==> config.mk <==
export PLATFORM = sky130hd
export DESIGN_NAME = line_irq_timer
export DESIGN_NICKNAME = d
export VERILOG_FILES = /design/src/rtl/line_irq_pkg.sv /design/src/rtl/line_irq_ctrl.sv /design/src/rtl/line_irq_dpath.sv /design/src/rtl/line_irq_timer.sv
export SDC_FILE = /design/constraint.sdc
export NUM_CORES = 1
export LEC_CHECK = 0
export BUFFER_PORTS_ARGS = -buffer_cell sky130_fd_sc_hd__buf_4
export CORE_ASPECT_RATIO = 0.7
export CORE_MARGIN = 8
export CORE_UTILIZATION = 35
export CTS_BUF_LIST = sky130_fd_sc_hd__clkbuf_16
export DETAILED_ROUTE_END_ITERATION = 6
export GPL_TIMING_DRIVEN = 0
export PLACE_DENSITY_LB_ADDON = 0.08
export SYNTH_ARGS = -nofsm -noshare
export SYNTH_HDL_FRONTEND = slang
export SYNTH_SLANG_ARGS = --single-unit
==> constraint.sdc <==
create_clock -name clk -period 4.15 [get_ports clk]
set_clock_uncertainty 0.05 [all_clocks]
set_input_delay 0.415 -clock clk [delete_from_list [all_inputs] [get_ports clk]]
set_output_delay 0.415 -clock clk [all_outputs]
set_load 0.02 [all_outputs]
==> src/rtl/line_irq_pkg.sv <==
`timescale 1ns/1ps
package line_irq_pkg;
  // Strobes from control to datapath, valid for one cycle
  typedef struct packed {
    logic latchWr;    // capture write data as reload value
    logic tickReload; // tick consumes a pending reload
    logic tickDec;    // tick decrements the counter
  } cnt_strobe_t;

  localparam int unsigned REGION_BITS = 3;
  localparam logic [REGION_BITS-1:0] RGN_RELOAD = 3'b110;
  localparam logic [REGION_BITS-1:0] RGN_ENABLE = 3'b111;
endpackage

==> src/rtl/line_irq_ctrl.sv <==
`timescale 1ns/1ps
module line_irq_ctrl
  import line_irq_pkg::*;
#(
  parameter int unsigned ADDR_W = 16
) (
  input  logic              clk,
  input  logic              rst_n,
  input  logic              wrEn,
  input  logic [ADDR_W-1:0] wrAddr,
  input  logic              lineTick,
  input  logic              cntIsZero,
  input  logic              cntIsOne,
  output cnt_strobe_t       strobes,
  output logic              irqPulse
);
  localparam int unsigned RGN_MSB = ADDR_W - 1;

  logic [REGION_BITS-1:0] region;
  logic inReloadWin, inEnableWin, oddAddr;
  logic pendReload, enFlag, hitZero;

  assign region      = wrAddr[RGN_MSB -: REGION_BITS];
  assign oddAddr     = wrAddr[0];
  assign inReloadWin = wrEn && (region == RGN_RELOAD);
  assign inEnableWin = wrEn && (region == RGN_ENABLE);

  always_comb begin
    strobes            = '0;
    strobes.latchWr    = inReloadWin && !oddAddr;
    strobes.tickReload = lineTick && pendReload;
    strobes.tickDec    = lineTick && !pendReload && enFlag && !cntIsZero;
    hitZero            = strobes.tickDec && cntIsOne;
  end

  // Tick outcome first, write outcome overrides (write lands after the tick)
  always_ff @(posedge clk) begin
    if (!rst_n) begin
      pendReload <= 1'b0;
      enFlag     <= 1'b1;
      irqPulse   <= 1'b0;
    end else begin
      irqPulse <= hitZero;
      if (inReloadWin)             pendReload <= 1'b1;
      else if (hitZero)            pendReload <= 1'b1;
      else if (strobes.tickReload) pendReload <= 1'b0;
      if (inEnableWin)             enFlag <= oddAddr;
    end
  end

  p_reload_tick_quiet_r5: assert property (@(posedge clk) disable iff (!rst_n)
    (lineTick && pendReload) |=> !irqPulse);
  p_irq_rearms_r6: assert property (@(posedge clk) disable iff (!rst_n)
    irqPulse |-> pendReload);
  p_disable_write_r4: assert property (@(posedge clk) disable iff (!rst_n)
    (inEnableWin && !oddAddr) |=> !enFlag);
  p_enable_write_r4: assert property (@(posedge clk) disable iff (!rst_n)
    (inEnableWin && oddAddr) |=> enFlag);
  p_any_reload_write_arms_r3: assert property (@(posedge clk) disable iff (!rst_n)
    inReloadWin |=> pendReload);
  p_disabled_no_irq_r7: assert property (@(posedge clk) disable iff (!rst_n)
    (lineTick && !enFlag) |=> !irqPulse);
endmodule

==> src/rtl/line_irq_dpath.sv <==
`timescale 1ns/1ps
module line_irq_dpath
  import line_irq_pkg::*;
#(
  parameter int unsigned DATA_W = 8
) (
  input  logic              clk,
  input  logic              rst_n,
  input  logic [DATA_W-1:0] wrData,
  input  cnt_strobe_t       strobes,
  output logic              cntIsZero,
  output logic              cntIsOne
);
  localparam logic [DATA_W-1:0] ONE = DATA_W'(1);

  logic [DATA_W-1:0] reloadVal, count;

  always_ff @(posedge clk) begin
    if (!rst_n) begin
      reloadVal <= '0;
      count     <= '0;
    end else begin
      if (strobes.latchWr)         reloadVal <= wrData;
      if (strobes.tickReload)      count <= reloadVal;
      else if (strobes.tickDec)    count <= count - ONE;
    end
  end

  assign cntIsZero = (count == '0);
  assign cntIsOne  = (count == ONE);

  p_tick_exclusive_r5: assert property (@(posedge clk) disable iff (!rst_n)
    $onehot0({strobes.tickReload, strobes.tickDec}));
  p_reload_value_r5: assert property (@(posedge clk) disable iff (!rst_n)
    strobes.tickReload |=> (count == $past(reloadVal)));
  p_decrement_r6: assert property (@(posedge clk) disable iff (!rst_n)
    strobes.tickDec |=> (count == $past(count) - ONE));
  p_hold_r7: assert property (@(posedge clk) disable iff (!rst_n)
    (!strobes.tickReload && !strobes.tickDec) |=> $stable(count));
endmodule

==> src/rtl/line_irq_timer.sv <==
`timescale 1ns/1ps
module line_irq_timer
  import line_irq_pkg::*;
#(
  parameter int unsigned ADDR_W = 16,
  parameter int unsigned DATA_W = 8
) (
  input  logic              clk,
  input  logic              rst_n,
  input  logic              wrEn,
  input  logic [ADDR_W-1:0] wrAddr,
  input  logic [DATA_W-1:0] wrData,
  input  logic              lineTick,
  output logic              irqPulse
);
  cnt_strobe_t strobes;
  logic cntIsZero, cntIsOne;

  line_irq_ctrl #(.ADDR_W(ADDR_W)) u_ctrl (
    .clk(clk), .rst_n(rst_n), .wrEn(wrEn), .wrAddr(wrAddr),
    .lineTick(lineTick), .cntIsZero(cntIsZero), .cntIsOne(cntIsOne),
    .strobes(strobes), .irqPulse(irqPulse)
  );

  line_irq_dpath #(.DATA_W(DATA_W)) u_dpath (
    .clk(clk), .rst_n(rst_n), .wrData(wrData), .strobes(strobes),
    .cntIsZero(cntIsZero), .cntIsOne(cntIsOne)
  );

  p_pulse_single_r8: assert property (@(posedge clk) disable iff (!rst_n)
    irqPulse |=> !irqPulse);
  p_pulse_after_tick_r8: assert property (@(posedge clk) disable iff (!rst_n)
    irqPulse |-> $past(lineTick));
endmodule

=== After elaboration in Yosys (flattened, before gate mapping) ===
Cells that the tools add are included.

* Bits in registers: 19
* Input bits: 28
* Output and inout port bits: 1
* Word-level logic and storage cells: 28

* Add/sub/neg operators: 1
* Eq/ne operators: 3
* Multiplexer cells: 5
* Reductions and logical operators: 14

{| class="wikitable"
|+ Operators by type and width
! cell !! count
|-
| two-way mux 8 bit || 2
|-
| equality test 8 x 1 -> 1 bit, second input constant || 1
|-
| logical AND 1 bit || 8
|-
| logical NOT 8 bit || 1
|-
| subtractor 8 x 1 -> 8 bit, second input constant || 1
|-
| equality test 3 bit, second input constant || 2
|-
| logical NOT 1 bit || 3
|-
| two-way mux 1 bit || 3
|-
| nonzero test 3 bit || 1
|-
| nonzero test 2 bit || 1
|}

=== Logic depth before layout (Yosys ltp) ===
Gate-level depths: netlist (run 1).

* Depth in word-level cells: 7
* Gate-level depth with buffers: 6
* Mapped depth without buffers: 6

=== By module ===
From an unflattened synthesis (run 1), not the netlist that was laid out.

* Cells, all modules: 97
* Area total of the unflattened synthesis: 948.4 µm²

{| class="wikitable"
|+ By module, submodules not included
! module !! times used !! cells each !! area an instance (µm²) !! seq. area each (µm²)
|-
| line_irq_dpath || 1 || 83 || 809.5 || 320.3
|-
| line_irq_ctrl || 1 || 14 || 138.9 || 60.1
|}

=== Worst setup path before layout (run 1) ===
Ideal clock, no wire load.

* Path type: register -> register
* From: register u_dpath.count[0]
* To: register u_dpath.count[5]
* Library setup time: 0.133 ns
* Data arrival time: 1.438 ns
* Data required time: 3.967 ns
* Path slack: 2.529 ns
* Cell stages (with the launch flop): 5
* Path buffers: 0
* Clock period less this slack: 1.621 ns
* Cells stage by stage: dfxtp_1 > or4_4 > or3_1 > o2111ai_1 > o311ai_1

* Cells in the longest elaborated chain, start to end: 4
* Elaborated cells on any way between the ends: 7
* Classes of those cells: add/sub (1); mux (2); reduce/logical (4)

{| class="wikitable"
|+ Ends and longest elaborated chain
! what !! RTL line !! text
|-
| from (decl) || line_irq_dpath.sv:16 || <nowiki>logic [DATA_W-1:0] reloadVal, count;</nowiki>
|-
| from (signal assigned) || line_irq_dpath.sv:24 || <nowiki>if (strobes.tickReload) count <= reloadVal;</nowiki>
|-
| from (signal assigned) || line_irq_dpath.sv:25 || <nowiki>else if (strobes.tickDec) count <= count - ONE;</nowiki>
|-
| parallel branches: the longest is 4 deep, another holds subtractor 8 x 1 -> 8 bit || -- ||
|}

Several ways; the timed one is not identified. The select of a mux whose other input is x is not followed.
A chain may end at the register's enable or synchronous reset.

=== Worst setup path after layout (run 1) ===
Same ends and word-level chain as after synthesis.

==> flow_summary.yaml, run 1 <==
run_status:
  status: "finished, final reports clean"
placed_design:
  gp_congestion: 0.837
  dp_hpwl_um: 1720
  placed_area_sq_um: 1100
  port_buffers: 16
  place_ws_ps: 2440
route:
  wl_met2_um: 1010
  wl_per_cell_um: 14.8
  drtPass1Iterations: 4
  met1_length_um: 1150
  top_layer: "met4"
  avgViaCountPerCell: 5.51
  routed_wl_um: 2340
  drc_errors: 0
  vias: 870
  ant_nets: 0
  dr.first_iter.drc_count: 34
  met3_length_um: 138
floorplan:
  core_sq_um: 2500
  pin_count: 29
  dieArea_sq_um: 4620
  start_util: 0.376
  rows: 15
  dieHeight_um: 59.3
  die_x_um: 77.9
synthesis:
  synth-main-ff-cell: "dfxtp_1"
  syn_inst: 104
  yosysUniqueCellTypes: 36
  async_flop_share: 0
  ys_seq_area_frac: 0.405
  yosys_warnings: 0
  synth_area_per_cell_sq_um: 9.02
  netlist_area_sq_um: 938
  synth-edff-count: 0
  synth_seq_cells: 19
  syn_nets: 135
setup_path:
  path_buf_inv: 0
  critical-path-max-stage-delay_ps: 580
  cp.required_ps: 4220
  cpLargestDelayFamily: "simple AND/OR/NAND/NOR gates"
  path_cells: "or4_4 > or3_1 > o2111ai_1 > o311ai_1"
  worstSetupPathType: "reg -> reg"
  arrival_ps: 1800
  end_kind: "flop"
  start_kind: "flop"
  crit_slowest_cell: "or4_4"
  path_max_fanout: 5
final_layout:
  n_antenna_cell: 0
  areaGrowthSynthToFinish_pct: 25.7
  nNetsFinal: 156
  finalInstanceArea_sq_um: 1180
  layout_common_cells: "19 x dfxtp_1, 16 x buf_4, 12 x nor2_1, 9 x mux2i_1"
  drive_gt1_frac: 0.202
  final_common_cell: "dfxtp_1"
sta:
  fmax_mhz: 580
  layout_setup_ws_ps: 2430
  worstMarginPinSlew_ps: 602
  slew_viol_final: 0
  relSlewSlack: 0.598
  rsz0062_at_grt: "no"
  fin_setup_tns_ps: 0
  fin_crit_ps: 1720
  period_share: 0.415
  hold_viol: 0
  setup_viol: 0
  holdWs_ps: 344
power_and_ir_drop:
  p_int_mw: 0.525
  swShare: 0.369
  pwr-share-clk: 0.234
  p_per_area_nw_per_um2: 705
  leakage_nw: 0.461
  power.switching_mw: 0.307
  p_total_mw: 0.832
  comb_power_share: 0.430
  power_frac_seq: 0.336
  ir_worst_vdd_v: 0.000409
cts:
  clock_path_buffers: 2
  numCtsBuffers: 3
  cts_resized: 0
  cts_tree: "done"
  clock_tree.root_cell: "clkbuf_16"
  cts_hold_buf: 0
  insertion_delay_ps: 250
  htree_levels: 1
  cts_num_sinks: 19
  clk_transition_reported_paths_ps: 50
  post_cts_buffers: 0
global_routing:
  grt_pass1_wl_um: 3730
  antenna_found_initial: 0
  grt_max_degree: 11
  grt_usage: 0.102
  grt_pass1_vias: 782
  overflow: 0
hold_path:
  hold_path.class: "in -> reg"
run:
  drv_cap: 0
==> synth_stat cells, types with 2 or more instances <==
library cell	count	area (sq um)
nand4_1	2	12.5
nor2_1	12	45.0
nand2_1	8	30.0
nand3b_1	2	15.0
dfxtp_1	19	380
a21oi_1	4	20.0
nor4_1	2	12.5
ha_1	3	37.5
inv_1	4	15.0
nor3_1	2	10.0
a31oi_1	3	18.8
mux2i_1	9	90.1
nand3_1	8	40.0
or3_1	4	25.0
==> through the flow <==
stage / cells / util
finish: 158 / 0.473
CTS: 158 / 0.473
floorplan: 104 / -
global route: 158 / 0.473
detailed placement: 154 / 0.441
global placement: 154 / 0.441
==> final timing paths <==
kind	start	to	slack (ps)	cells after the start
setup / recovery	u_dpath.count[0]	u_dpath.count[5]	2430	4
hold / removal	rst_n	u_ctrl.enFlag	340	2
setup reg to reg	u_dpath.count[0]	u_dpath.count[5]	2430	4
hold reg to reg	u_dpath.reloadVal[0]	u_dpath.count[0]	420	2
==> power groups by stage <==
stage               registers, mW  clock network (mW)  logic, mW
floorplan                   0.266                   0      0.282
global placement            0.279                   0      0.346
detailed placement          0.279                   0      0.352
CTS                         0.278               0.200      0.357
global route                0.284               0.205      0.402
finish                      0.280               0.194      0.358
==> flip-flops by register name, indices dropped and copies added (netlist names) <==
register	count
u_dpath.count	8
u_dpath.reloadVal	8
u_ctrl.enFlag	1
u_ctrl.irqPulse	1
u_ctrl.pendReload	1
==> metal layers <==
metal  global-route usage  vias to the layer above
met1                0.133                      408
li1                     -                      429
met5                    0                        -
met4               0.0341                        0
met2                0.151                       29
met3               0.0394                        4
==> cells by family after synthesis <==
kind of cell,after synthesis,share of synthesized area
simple gates,47,0.277
flops,19,0.405
mux,9,0.0960
buf+inv,6,0.0240
fa+ha+maj,3,0.0400
xor+xnor,1,0.00934
compound gates,19,0.148
==> layout make-up <==
class	instances	area, sq um
Buffer	2	7.51
Clock buffer	3	75.1
Clock inverter	1	3.75
Fill cell	252	1320
Inverter	4	15.0
Multi-Input combinational cell	79	536
Sequential cell	19	380
Tap cell	34	42.5
Timing Repair Buffer	16	120
No activity file was read; power rests on OpenSTA's default activity.
==> run 2: changes to the inputs <==
==> constraint.sdc (replaced) <==
create_clock -name clk -period 1.4 [get_ports clk]
set_clock_uncertainty 0.05 [all_clocks]
set_input_delay 0.14 -clock clk [delete_from_list [all_inputs] [get_ports clk]]
set_output_delay 0.14 -clock clk [all_outputs]
set_load 0.02 [all_outputs]
==> run 2 against run 1 <==
Largest cell class unchanged. Sequential power increased to 3.1 times the previous value. The flow now finishes with violations (setup timing). Wire length down 0.64%. First-iteration DRC count grew 150%. Critical endpoint unchanged. Die area stayed put.
==> flow_summary.yaml, run 2 (synthesis results as in run 1) <==
setup_path:
  cp.required_ps: 1480
  start_kind: "flop"
  path_max_fanout: 5
  end_kind: "flop"
  critical-path-max-stage-delay_ps: 540
  arrival_ps: 1740
  crit_slowest_cell: "or4_4"
  path_cells: "or4_4 > or3_1 > o2111ai_1 > o311ai_1"
  ff2ff_path_depth: 4
  worstSetupPathType: "reg -> reg"
sta:
  relSlewSlack: 0.620
  hold_viol: 0
  fin_setup_tns_ps: -919
  slew_viol_final: 0
  setup_viol: 7
  fmax_mhz: 603
  fin_crit_ps: 1660
  worstMarginPinSlew_ps: 568
  period_share: 1.18
  rsz0062_at_grt: "yes"
  layout_setup_ws_ps: -258
floorplan:
  rows: 15
  core_sq_um: 2500
  die_x_um: 77.9
  dieArea_sq_um: 4620
  pin_count: 29
  start_util: 0.376
  dieHeight_um: 59.3
global_routing:
  antenna_found_initial: 0
  grt_pass1_wl_um: 3880
  grt_max_degree: 11
  overflow: 0
  grt_usage: 0.106
  grt_pass1_vias: 834
power_and_ir_drop:
  ir_worst_vdd_v: 0.00103
  leakage_nw: 0.484
  p_total_mw: 2.77
  p_per_area_nw_per_um2: 2190
final_layout:
  layout_common_cells: "19 x buf_4, 13 x dfxtp_1, 12 x nor2_1, 9 x mux2i_1"
  fin_util: 0.505
  n_antenna_cell: 0
  stdcell_count: 161
  areaGrowthSynthToFinish_pct: 34.4
  nNetsFinal: 159
  final_common_cell: "buf_4"
  largestRegisters: "u_dpath.count: 8 flops, u_dpath.reloadVal: 8 flops"
  drive_gt1_frac: 0.331
route:
  wl_per_cell_um: 14.4
  ant_nets: 0
  vias: 866
  drtPass1Iterations: 4
  avgViaCountPerCell: 5.38
  routed_wl_um: 2330
  dr.first_iter.drc_count: 84
  drc_errors: 0
cts:
  cts_hold_buf: 0
  htree_levels: 1
  cts_tree: "done"
  clock_path_buffers: 2
  clk_transition_reported_paths_ps: 50
  clock_tree.root_cell: "clkbuf_16"
  cts_num_sinks: 19
  numCtsBuffers: 3
  insertion_delay_ps: 250
placed_design:
  gp_congestion: 0.837
  dp_hpwl_um: 1660
  dpl.cell_count: 154
  port_buffers: 16
  place_ws_ps: -283
run:
  drv_cap: 0
run_status:
  status: "finished with violations"
  violations: "setup timing"
hold_path:
  hold_path.class: "in -> reg"
  holdPathStages: 2
[run 2: cell type report]
| cell class | count | area (sq um) |
|---|---|---|
| Inverter | 4 | 15.0 |
| Tap cell | 34 | 42.5 |
| Timing Repair Buffer | 19 | 143 |
| Buffer | 2 | 7.51 |
| Clock buffer | 3 | 75.1 |
| Multi-Input combinational cell | 79 | 587 |
| Sequential cell | 19 | 388 |
| Clock inverter | 1 | 3.75 |
| Fill cell | 237 | 1230 |
[run 2: worst paths after layout]
path / endpoint / slack, ps / from
max: u_dpath.count[5] / -260 / u_dpath.count[0]
min: u_ctrl.enFlag / 60 / rst_n
max reg2reg: u_dpath.count[5] / -260 / u_dpath.count[0]
min reg2reg: u_dpath.count[0] / 420 / u_dpath.reloadVal[0]
[run 2: layer usage]
metal | vias to the layer above | track usage | part of all wire
li1 | 433 | - | -
met1 | 410 | 0.137 | 0.50
met2 | 18 | 0.154 | 0.42
met3 | 5 | 0.0439 | 0.062
met4 | 0 | 0.0315 | 0.014
met5 | - | 0 | 0
[run 2: critical path: cells and delay by family (launching register included)]
family	cells	cell delay, ps
compound gates	2	300
flops	1	340
simple gates	2	860
[run 2: repair_timing]
item,in CTS,in global routing
pin swaps,1,3
gates resized for setup,6,10
buffers inserted,3,0
setup endpoints to repair,9,10
endpoints found under the hold margin,0,0
[run 2: report_power, final]
group / leakage (nW) / internal, mW / switching (mW)
Sequential: 0.157 / 0.683 / 0.195
Clock: 0.0423 / 0.380 / 0.196
Combinational: 0.285 / 0.699 / 0.614
Total: 0.484 / 1.76 / 1.00
[run 2: stage by stage]
| stage | hold WS [ps] | instance area [sq um] |
|---|---|---|
| global placement | 320 | 1100 |
| detailed placement | 322 | 1100 |
| floorplan | 152 | 941 |
| CTS | 59.2 | 1230 |
| finish | 61.9 | 1260 |
| global route | 59.0 | 1260 |
